## src/rtl/dic_pkg.sv

```systemverilog
package dic_pkg;
  localparam int IDX_IRQ_STAT = 0;
  localparam int IDX_RAW_A    = 1;
  localparam int IDX_IRQ_SET  = 2;
  localparam int IDX_IRQ_CLR  = 3;
  localparam int IDX_SOFT_SET = 4;
  localparam int IDX_SOFT_CLR = 5;
  localparam int IDX_FIQ_STAT = 8;
  localparam int IDX_RAW_B    = 9;
  localparam int IDX_FIQ_SET  = 10;
  localparam int IDX_FIQ_CLR  = 11;
  localparam int NUM_OUTS     = 2;
endpackage

```

## src/rtl/dic_level_capture.sv

```systemverilog
module dic_level_capture #(
  parameter int NSRC   = 32,
  parameter int ADDR_W = 4
) (
  input  logic              clk,
  input  logic              rst,
  input  logic [NSRC-1:0]   src_i,
  input  logic              wr_en,
  input  logic [ADDR_W-1:0] addr,
  input  logic [NSRC-1:0]   wdata,
  output logic [NSRC-1:0]   raw_d,
  output logic [NSRC-1:0]   raw_q
);
  import dic_pkg::*;

  localparam logic [ADDR_W-1:0] A_SET = ADDR_W'(IDX_SOFT_SET);
  localparam logic [ADDR_W-1:0] A_CLR = ADDR_W'(IDX_SOFT_CLR);

  logic soft_q;
  logic soft_d;

  always_comb begin
    soft_d = soft_q;
    if (wr_en && addr == A_SET && wdata[0]) soft_d = 1'b1;
    else if (wr_en && addr == A_CLR && wdata[0]) soft_d = 1'b0;
  end

  always_comb begin
    raw_d    = src_i;
    raw_d[0] = src_i[0] | soft_d;
  end

  always_ff @(posedge clk) begin
    if (rst) begin
      soft_q <= 1'b0;
      raw_q  <= '0;
    end else begin
      soft_q <= soft_d;
      raw_q  <= raw_d;
    end
  end
endmodule

```

## src/rtl/dic_mask_reg.sv

```systemverilog
module dic_mask_reg #(
  parameter int NSRC    = 32,
  parameter int ADDR_W  = 4,
  parameter int SET_IDX = 2,
  parameter int CLR_IDX = 3
) (
  input  logic              clk,
  input  logic              rst,
  input  logic              wr_en,
  input  logic [ADDR_W-1:0] addr,
  input  logic [NSRC-1:0]   wdata,
  output logic [NSRC-1:0]   en_d,
  output logic [NSRC-1:0]   en_q
);
  localparam logic [ADDR_W-1:0] A_SET = ADDR_W'(SET_IDX);
  localparam logic [ADDR_W-1:0] A_CLR = ADDR_W'(CLR_IDX);

  always_comb begin
    en_d = en_q;
    if (wr_en && addr == A_SET) en_d = en_q | wdata;
    else if (wr_en && addr == A_CLR) en_d = en_q & ~wdata;
  end

  always_ff @(posedge clk) begin
    if (rst) en_q <= '0;
    else     en_q <= en_d;
  end
endmodule

```

## src/rtl/dic_read_mux.sv

```systemverilog
module dic_read_mux #(
  parameter int NSRC   = 32,
  parameter int ADDR_W = 4
) (
  input  logic              clk,
  input  logic              rst,
  input  logic              rd_en,
  input  logic [ADDR_W-1:0] addr,
  input  logic [NSRC-1:0]   raw_q,
  input  logic [NSRC-1:0]   irq_en_q,
  input  logic [NSRC-1:0]   fiq_en_q,
  output logic [NSRC-1:0]   rdata
);
  import dic_pkg::*;

  logic [NSRC-1:0] rd_d;

  always_comb begin
    rd_d = '0;
    if (rd_en) begin
      if (addr == ADDR_W'(IDX_IRQ_STAT))      rd_d = raw_q & irq_en_q;
      else if (addr == ADDR_W'(IDX_RAW_A))    rd_d = raw_q;
      else if (addr == ADDR_W'(IDX_IRQ_SET))  rd_d = irq_en_q;
      else if (addr == ADDR_W'(IDX_SOFT_SET)) rd_d[0] = raw_q[0];
      else if (addr == ADDR_W'(IDX_FIQ_STAT)) rd_d = raw_q & fiq_en_q;
      else if (addr == ADDR_W'(IDX_RAW_B))    rd_d = raw_q;
      else if (addr == ADDR_W'(IDX_FIQ_SET))  rd_d = fiq_en_q;
    end
  end

  always_ff @(posedge clk) begin
    if (rst) rdata <= '0;
    else     rdata <= rd_d;
  end
endmodule

```

## src/rtl/dual_irq_ctrl.sv

```systemverilog
module dual_irq_ctrl #(
  parameter int NSRC   = 32,
  parameter int ADDR_W = 4
) (
  input  logic              clk,
  input  logic              rst,
  input  logic [NSRC-1:0]   src_i,
  input  logic              wr_en,
  input  logic              rd_en,
  input  logic [ADDR_W-1:0] addr,
  input  logic [NSRC-1:0]   wdata,
  output logic [NSRC-1:0]   rdata,
  output logic              irq_o,
  output logic              fiq_o
);
  import dic_pkg::*;

  logic [NSRC-1:0] raw_d, raw_q;
  logic [NUM_OUTS-1:0][NSRC-1:0] en_d, en_q;
  logic [NSRC-1:0] irq_en_q, fiq_en_q;
  logic [NUM_OUTS-1:0] out_q;

  dic_level_capture #(.NSRC(NSRC), .ADDR_W(ADDR_W)) u_cap (
    .clk(clk), .rst(rst), .src_i(src_i), .wr_en(wr_en), .addr(addr),
    .wdata(wdata), .raw_d(raw_d), .raw_q(raw_q)
  );

  for (genvar g = 0; g < NUM_OUTS; g++) begin : g_mask
    dic_mask_reg #(
      .NSRC(NSRC), .ADDR_W(ADDR_W),
      .SET_IDX(g == 0 ? IDX_IRQ_SET : IDX_FIQ_SET),
      .CLR_IDX(g == 0 ? IDX_IRQ_CLR : IDX_FIQ_CLR)
    ) u_mask (
      .clk(clk), .rst(rst), .wr_en(wr_en), .addr(addr), .wdata(wdata),
      .en_d(en_d[g]), .en_q(en_q[g])
    );

    always_ff @(posedge clk) begin
      if (rst) out_q[g] <= 1'b0;
      else     out_q[g] <= |(raw_d & en_d[g]);
    end
  end

  assign irq_en_q = en_q[0];
  assign fiq_en_q = en_q[1];
  assign irq_o    = out_q[0];
  assign fiq_o    = out_q[1];

  dic_read_mux #(.NSRC(NSRC), .ADDR_W(ADDR_W)) u_rd (
    .clk(clk), .rst(rst), .rd_en(rd_en), .addr(addr), .raw_q(raw_q),
    .irq_en_q(irq_en_q), .fiq_en_q(fiq_en_q), .rdata(rdata)
  );
endmodule

```

## config.mk

```make
export PLATFORM = sky130hd
export DESIGN_NAME = dual_irq_ctrl
export DESIGN_NICKNAME = d
export VERILOG_FILES = /design/src/rtl/dic_pkg.sv /design/src/rtl/dic_level_capture.sv /design/src/rtl/dic_mask_reg.sv /design/src/rtl/dic_read_mux.sv /design/src/rtl/dual_irq_ctrl.sv
export SDC_FILE = /design/constraint.sdc
export NUM_CORES = 1
export LEC_CHECK = 0
export BUFFER_PORTS_ARGS = -buffer_cell sky130_fd_sc_hd__buf_2
export CAP_MARGIN = 10
export CORE_UTILIZATION = 62
export DETAILED_ROUTE_END_ITERATION = 10
export PLACE_DENSITY = 0.93
export SYNTH_ARGS = -nofsm -noshare
export SYNTH_HDL_FRONTEND = slang
export SYNTH_HIERARCHICAL = 1
export SYNTH_SLANG_ARGS = --single-unit
```

## constraint.sdc

```tcl
create_clock -name clk -period 2.7 [get_ports clk]
set_input_delay 0.135 -clock clk [delete_from_list [all_inputs] [get_ports clk]]
set_output_delay 0.135 -clock clk [all_outputs]
set_load 0.005 [all_outputs]
```

==> results of run 1 <==
metrics by stage:
| stage | instance area (µm²) | util (%) | worst slack (ps) |
|---|---|---|---|
| global route | 8140 | 74.1 | 841 |
| finish | 8140 | 74.1 | 892 |
| detailed placement | 7380 | 67.2 | 530 |
| floorplan | 7070 | - | 1050 |
| CTS | 8130 | 74.0 | 947 |
| global placement | 7380 | 67.2 | 580 |
layout make-up:
cell class	instances	area [µm²]	share of cell area, %
clock buffer	22	484	5.95
timing repair buffer	135	828	10.2
tap	140	175	2.15
multi-input combinational	504	3660	45.0
clock inverter	9	128	1.57
inverter	63	236	2.91
sequential	131	2620	32.2
sequential cells by signal, summed over array words and instances, names as in the netlist:
| signal | cells |
|---|---|
| fiq_o | 1 |
| g_mask.u_mask/en_q | 64 |
| irq_o | 1 |
| u_cap/raw_q | 32 |
| u_cap/soft_q | 1 |
| u_rd/rdata | 32 |
critical path, delay by kind of cell:
kind                   cells  cell delay, ps
multiplexers               1             200
buffers and inverters      2             430
AND/OR/NAND/NOR            3             690
AO/OA/AOI/OAI              2             640
cell usage in the layout, fill, tap and decap left out, types with 7 or more instances in the layout:
cell,netlist,final
a221oi_1,26,26
a22oi_1,32,32
a31oi_1,7,7
buf_2,15,104
buf_4,33,13
clkbuf_16,0,17
dfxtp_1,131,131
dlygate4sd3_1,0,15
inv_1,63,63
mux2i_1,125,125
nand2_1,77,77
nand2_4,10,10
nand2b_1,65,65
nand4_1,8,8
nor2_1,30,30
nor2b_1,35,34
o211ai_1,10,10
o21ai_0,11,11
o32ai_1,27,27
how the worst min path moves through the flow:
stage | start | to | slack (ps)
global placement | src_i[5] | u_cap/raw_q[5] | 390
floorplan | rst | u_cap/raw_q[22] | 210
global route | src_i[17] | u_cap/raw_q[17] | 2
detailed placement | src_i[6] | u_cap/raw_q[6] | 390
CTS | src_i[1] | u_cap/raw_q[1] | 0.2
finish | src_i[27] | u_cap/raw_q[27] | 10
where the power goes:
part           leakage (nW)  internal [mW]  switching [mW]
clock                 0.294           1.54           0.857
sequential             1.07           1.99          0.0346
combinational          2.51          0.188           0.277
metal layers:
layer / wire length, µm / global-route usage, % / share of wire (%)
met1: 7970 / 46.2 / 38
met2: 9600 / 57.7 / 45
met3: 2310 / 6.63 / 11
met4: 1280 / 22.6 / 6.1
met5: 0 / 0 / 0
kinds of logic after synthesis:
family,synth area share (%)
flops,37.1
compound gates,14.2
mux,17.7
simple gates,19.8
buf+inv,11.2
repair_timing:
item	4_1_cts	5_1_grt
hold buffers	14	1
endpoints found under the hold margin	14	1
gates resized for setup	0	0
==> results.sh, run 1 <==
export IMPL_post_drt_wl_per_cell_um=21.1
export IMPL_antenna_left=0
export IMPL_leakage_nw=3.87
export IMPL_relSlewSlack_pct=57.4
export IMPL_die_area_um2=11800
export IMPL_clk_path_buf_depth=2
export IMPL_routed_wl_mm=21.2
export IMPL_setup_tns_ps=0
export IMPL_max_cap_violations=0
export IMPL_synth_top_cell_area_share_pct=37.1
export IMPL_arrival_ps=2110
export IMPL_startpoint="addr[2]"
export IMPL_final_fill_count=656
export IMPL_status="completed"
export IMPL_p_per_area_nw_per_um2=600
export IMPL_numCtsBuffers=17
export IMPL_worst_pin_slew_ps=638
export IMPL_fp_dieW_um=109
export IMPL_synth_seq_cells=131
export IMPL_vias=6484
export IMPL_skew_ps=8.87
export IMPL_synth_edf_count=0
export IMPL_reg2reg_from="u_cap/soft_q"
export IMPL_grt_antenna_before_repair=0
export IMPL_drt_iter0_markers=1073
export IMPL_worstPathRequired_ps=3000
export IMPL_crit_chain="buf_2 -> and4bb_2 -> buf_12 -> nand2_1 -> mux2i_1 -> a22oi_1 -> nand4_1 -> o41a_1"
export IMPL_slowest_stage="o41a_1"
export IMPL_drv_slew=0
export IMPL_grt_pass1_wl_mm=32.3
export IMPL_synth_ff_type="dfxtp_1"
export IMPL_finalHoldViolations=0
export IMPL_cts_tree="done"
export IMPL_synth_most_common_cell="dfxtp_1"
export IMPL_dp_cells=958
export IMPL_h_tree_depth=4
export IMPL_synth_net_count=857
export IMPL_max_freq_ghz=0.553
export IMPL_syn_area_per_cell_um2=9.01
export IMPL_cts_root_buf="clkbuf_16"
export IMPL_grt_overflow_total=0
export IMPL_critPathMaxFanout=34
export IMPL_coreArea_um2=11000
export IMPL_synth_largest_area_cell="dfxtp_1"
export IMPL_rsz0062_at_grt="false"
export IMPL_start_kind="input port"
export IMPL_antenna_cells=0
export IMPL_critPathMaxStageDelay_ps=410
export IMPL_async_flop_share_pct=0
export IMPL_fin_crit_sh_pct=67.0
export IMPL_place_hpwl_mm=12.6
export IMPL_rows=38
export IMPL_synthTopCellsByCount="131 x dfxtp_1, 125 x mux2i_1, 77 x nand2_1"
export IMPL_cp_end_kind="flop"
export IMPL_p_total_mw=4.88
export IMPL_io_pins=106
export IMPL_grt_pass1_vias=6139
export IMPL_path_class="input port to flop"
export IMPL_vias_per_cell=6.46
export IMPL_first_pass_iters=6
export IMPL_start_util_pct=64.4
export IMPL_track_usage_pct=36.5
export IMPL_final_nets=924
export IMPL_netlist_area_um2=7070
export IMPL_synthCells=785
export IMPL_cts_clk_slew_worst_paths_ps=60
export IMPL_ys_seq_area_share_pct=37.1
export IMPL_fin_cells=1004
export IMPL_reg2reg_slack_ps=1140
export IMPL_hp_class="input port to flop"
export IMPL_endpoint="irq_o"
export IMPL_ys_types=42
export IMPL_reg2reg_depth=6
export IMPL_peakVddDrop_v=0.000422
export IMPL_setup_viol=0
export IMPL_reg2reg_to="irq_o"
export IMPL_die_y_um=109
export IMPL_drc=0
export IMPL_clock_latency_ps=410
export IMPL_holdPathStages=2
export IMPL_cts_setup_buffers=0
export IMPL_grt_max_degree=77
export IMPL_ys_top_cells_by_area="dfxtp_1 37%, mux2i_1 18%, nand2b_1 5.7%"
export IMPL_drive_above_1_share_pct=19.3
export IMPL_area_delta_synth_final_pct=15.1
export IMPL_yosys_warnings=6
export IMPL_min_period_ps=1810
export IMPL_holdWs_ps=9.63
export IMPL_cts_sinks=131
export IMPL_io_buffers=105
export IMPL_place_gp_congestion=0.856
No activity file was read; power rests on OpenSTA's default activity.
==> run 2: changes to the inputs <==
- CORE_UTILIZATION: 62 -> 58
- PLACE_DENSITY: 0.93 -> 0.88
- clock period: 2.7 -> 1.8 ns (I/O delays scaled with it)
==> run 2 against run 1 <==
Via count up 4.4%. Die area up 6.8%. Clock power up 38%. Design area up 10%. Critical path type unchanged. Critical endpoint unchanged. Largest cell class unchanged. Largest power group unchanged.
==> results.sh, run 2 (same netlist as run 1, synthesis figures left out) <==
export IMPL_cts_sinks=131
export IMPL_layout_commonest_cell="dfxtp_1"
export IMPL_io_buffers=105
export IMPL_multiInputGateArea_um2=3680
export IMPL_status="completed"
export IMPL_clk_path_buf_depth=2
export IMPL_path_class="input port to flop"
export IMPL_p_sw_share_pct=24.1
export IMPL_hold_path_end="g_mask[0].u_mask/en_q[31]"
export IMPL_p_total_mw=7.16
export IMPL_vias=6770
export IMPL_p_comb_share_pct=11.5
export IMPL_reg2reg_to="irq_o"
export IMPL_p_seq_share_pct=42.3
export IMPL_final_cell_mix="131 x dfxtp_1, 125 x mux2i_1, 104 x buf_2"
export IMPL_final_core_util_pct=76.8
export IMPL_io_pins=106
export IMPL_grt_pass1_wl_mm=35.4
export IMPL_fin_crit_sh_pct=94.7
export IMPL_final_nets=1019
export IMPL_holdWs_ps=28.5
export IMPL_critPathMaxFanout=2
export IMPL_antenna_left=0
export IMPL_finalHoldViolations=0
export IMPL_drive_above_1_share_pct=24.6
export IMPL_antenna_cells=0
export IMPL_holdPathStages=3
export IMPL_clock_power_share_pct=46.2
export IMPL_vias_per_cell=6.15
export IMPL_grt_max_degree=102
export IMPL_cp_end_kind="flop"
export IMPL_cts_tree="done"
export IMPL_rows=39
export IMPL_setup_tns_ps=0
export IMPL_drt_iter0_markers=842
export IMPL_place_gp_congestion=0.885
export IMPL_reg_largest_list="g_mask.u_mask/en_q (64), u_cap/raw_q (32), u_rd/rdata (32)"
export IMPL_cts_setup_buffers=0
export IMPL_grt_overflow_total=0
export IMPL_regMostFlops="g_mask.u_mask/en_q"
export IMPL_start_util_pct=60.7
export IMPL_register_area_um2=2620
export IMPL_arrival_ps=2010
export IMPL_coreArea_um2=11700
export IMPL_min_period_ps=1700
export IMPL_worst_pin_slew_ps=575
export IMPL_start_kind="input port"
export IMPL_skew_ps=6.82
export IMPL_worstPathRequired_ps=2110
export IMPL_reg2reg_depth=6
export IMPL_peakVddDrop_v=0.000619
export IMPL_reg2reg_slack_ps=240
export IMPL_rsz0062_at_grt="false"
export IMPL_die_area_um2=12600
export IMPL_leakage_nw=4.30
export IMPL_max_cap_violations=0
export IMPL_setup_viol=0
export IMPL_routed_wl_mm=22.5
export IMPL_p_sw_mw=1.73
export IMPL_reg2reg_from="u_cap/soft_q"
export IMPL_h_tree_depth=4
export IMPL_drc=0
export IMPL_area_delta_synth_final_pct=26.6
export IMPL_numCtsBuffers=17
export IMPL_p_int_mw=5.43
export IMPL_hp_class="input port to flop"
export IMPL_p_per_area_nw_per_um2=800
export IMPL_grt_pass1_vias=6784
export IMPL_relSlewSlack_pct=61.7
export IMPL_place_hpwl_mm=13.8
export IMPL_max_freq_ghz=0.587
export IMPL_clock_latency_ps=420
export IMPL_first_pass_iters=6
export IMPL_die_y_um=112
export IMPL_largest_register_ffs=64
export IMPL_grt_antenna_before_repair=0
export IMPL_min_from="wdata[31]"
export IMPL_final_fill_count=685
export IMPL_post_drt_wl_per_cell_um=20.4
export IMPL_cts_clk_slew_worst_paths_ps=60
export IMPL_fp_dieW_um=112
export IMPL_cts_root_buf="clkbuf_16"
export IMPL_track_usage_pct=36.6
export IMPL_drv_slew=0
[run 2: changes by cell type in the layout (fill, tap and decap cells not counted), moves of 2 or more]
| cell | before | now |
|---|---|---|
| clkbuf_8 | 4 | 2 |
| clkbuf_1 | 1 | 5 |
| clkinvlp_4 | 3 | 0 |
| dlygate4sd3_1 | 15 | 37 |
| buf_12 | 3 | 10 |
| buf_4 | 13 | 79 |
[run 2: metal layers]
layer / vias up / routed length (µm) / GRT usage (%) / part of all wire, %
met1: 3196 / 8850 / 45.2 / 39
met4: 0 / 1270 / 23.2 / 5.6
li1: 3019 / - / - / -
met2: 444 / 10200 / 57.9 / 46
met3: 111 / 2130 / 8.21 / 9.5
met5: - / 0 / 0 / 0
[run 2: what timing repair did]
action | CTS | global route
setup endpoints to repair | 0 | 2
gates resized for setup | 0 | 2
hold endpoints to repair | 37 | 0
hold buffers | 37 | 0
[run 2: how the worst max path moves through the flow]
stage	startpoint	endpoint	slack, ps	depth (start not counted)
floorplan	addr[2]	irq_o	190	8
global placement	addr[2]	fiq_o	-150	8
detailed placement	addr[2]	irq_o	-220	8
CTS	src_i[0]	irq_o	5	7
global route	src_i[0]	irq_o	30	7
finish	src_i[0]	irq_o	100	7
[run 2: area by class of cell]
cell class              count  area share [%]
multi-input cells         504            41.1
inverters                  63            2.64
repair buffers            230            18.8
well taps                 143            2.00
clock buffers              24            5.27
flip-flops and latches    131            29.3
clock inverters             6           0.894
[run 2: critical path, cell delays in order]
cell and delay, ps:
dlygate4sd3_1 530, buf_2 140, nor4b_4 300, nor2_1 150
a22oi_1 200, nand4_1 160, o41a_1 440
[run 2: power groups by stage]
stage | clock network [mW] | registers, mW | logic, mW
6_report | 3.31 | 3.03 | 0.822
5_1_grt | 3.47 | 3.04 | 0.860
4_1_cts | 3.32 | 3.03 | 0.785
3_5_place_dp | 0 | 3.09 | 0.711
3_3_place_gp | 0 | 3.08 | 0.700
2_1_floorplan | 0 | 3.08 | 0.429
[run 2: per-stage QoR]
stage,worst slack [ps],cell area (µm²),std cells
floorplan,194,7070,785
global placement,-151,8020,1034
detailed placement,-219,8020,1034
CTS,4.72,8940,1101
global route,28.0,8950,1101
finish,95.4,8950,1101
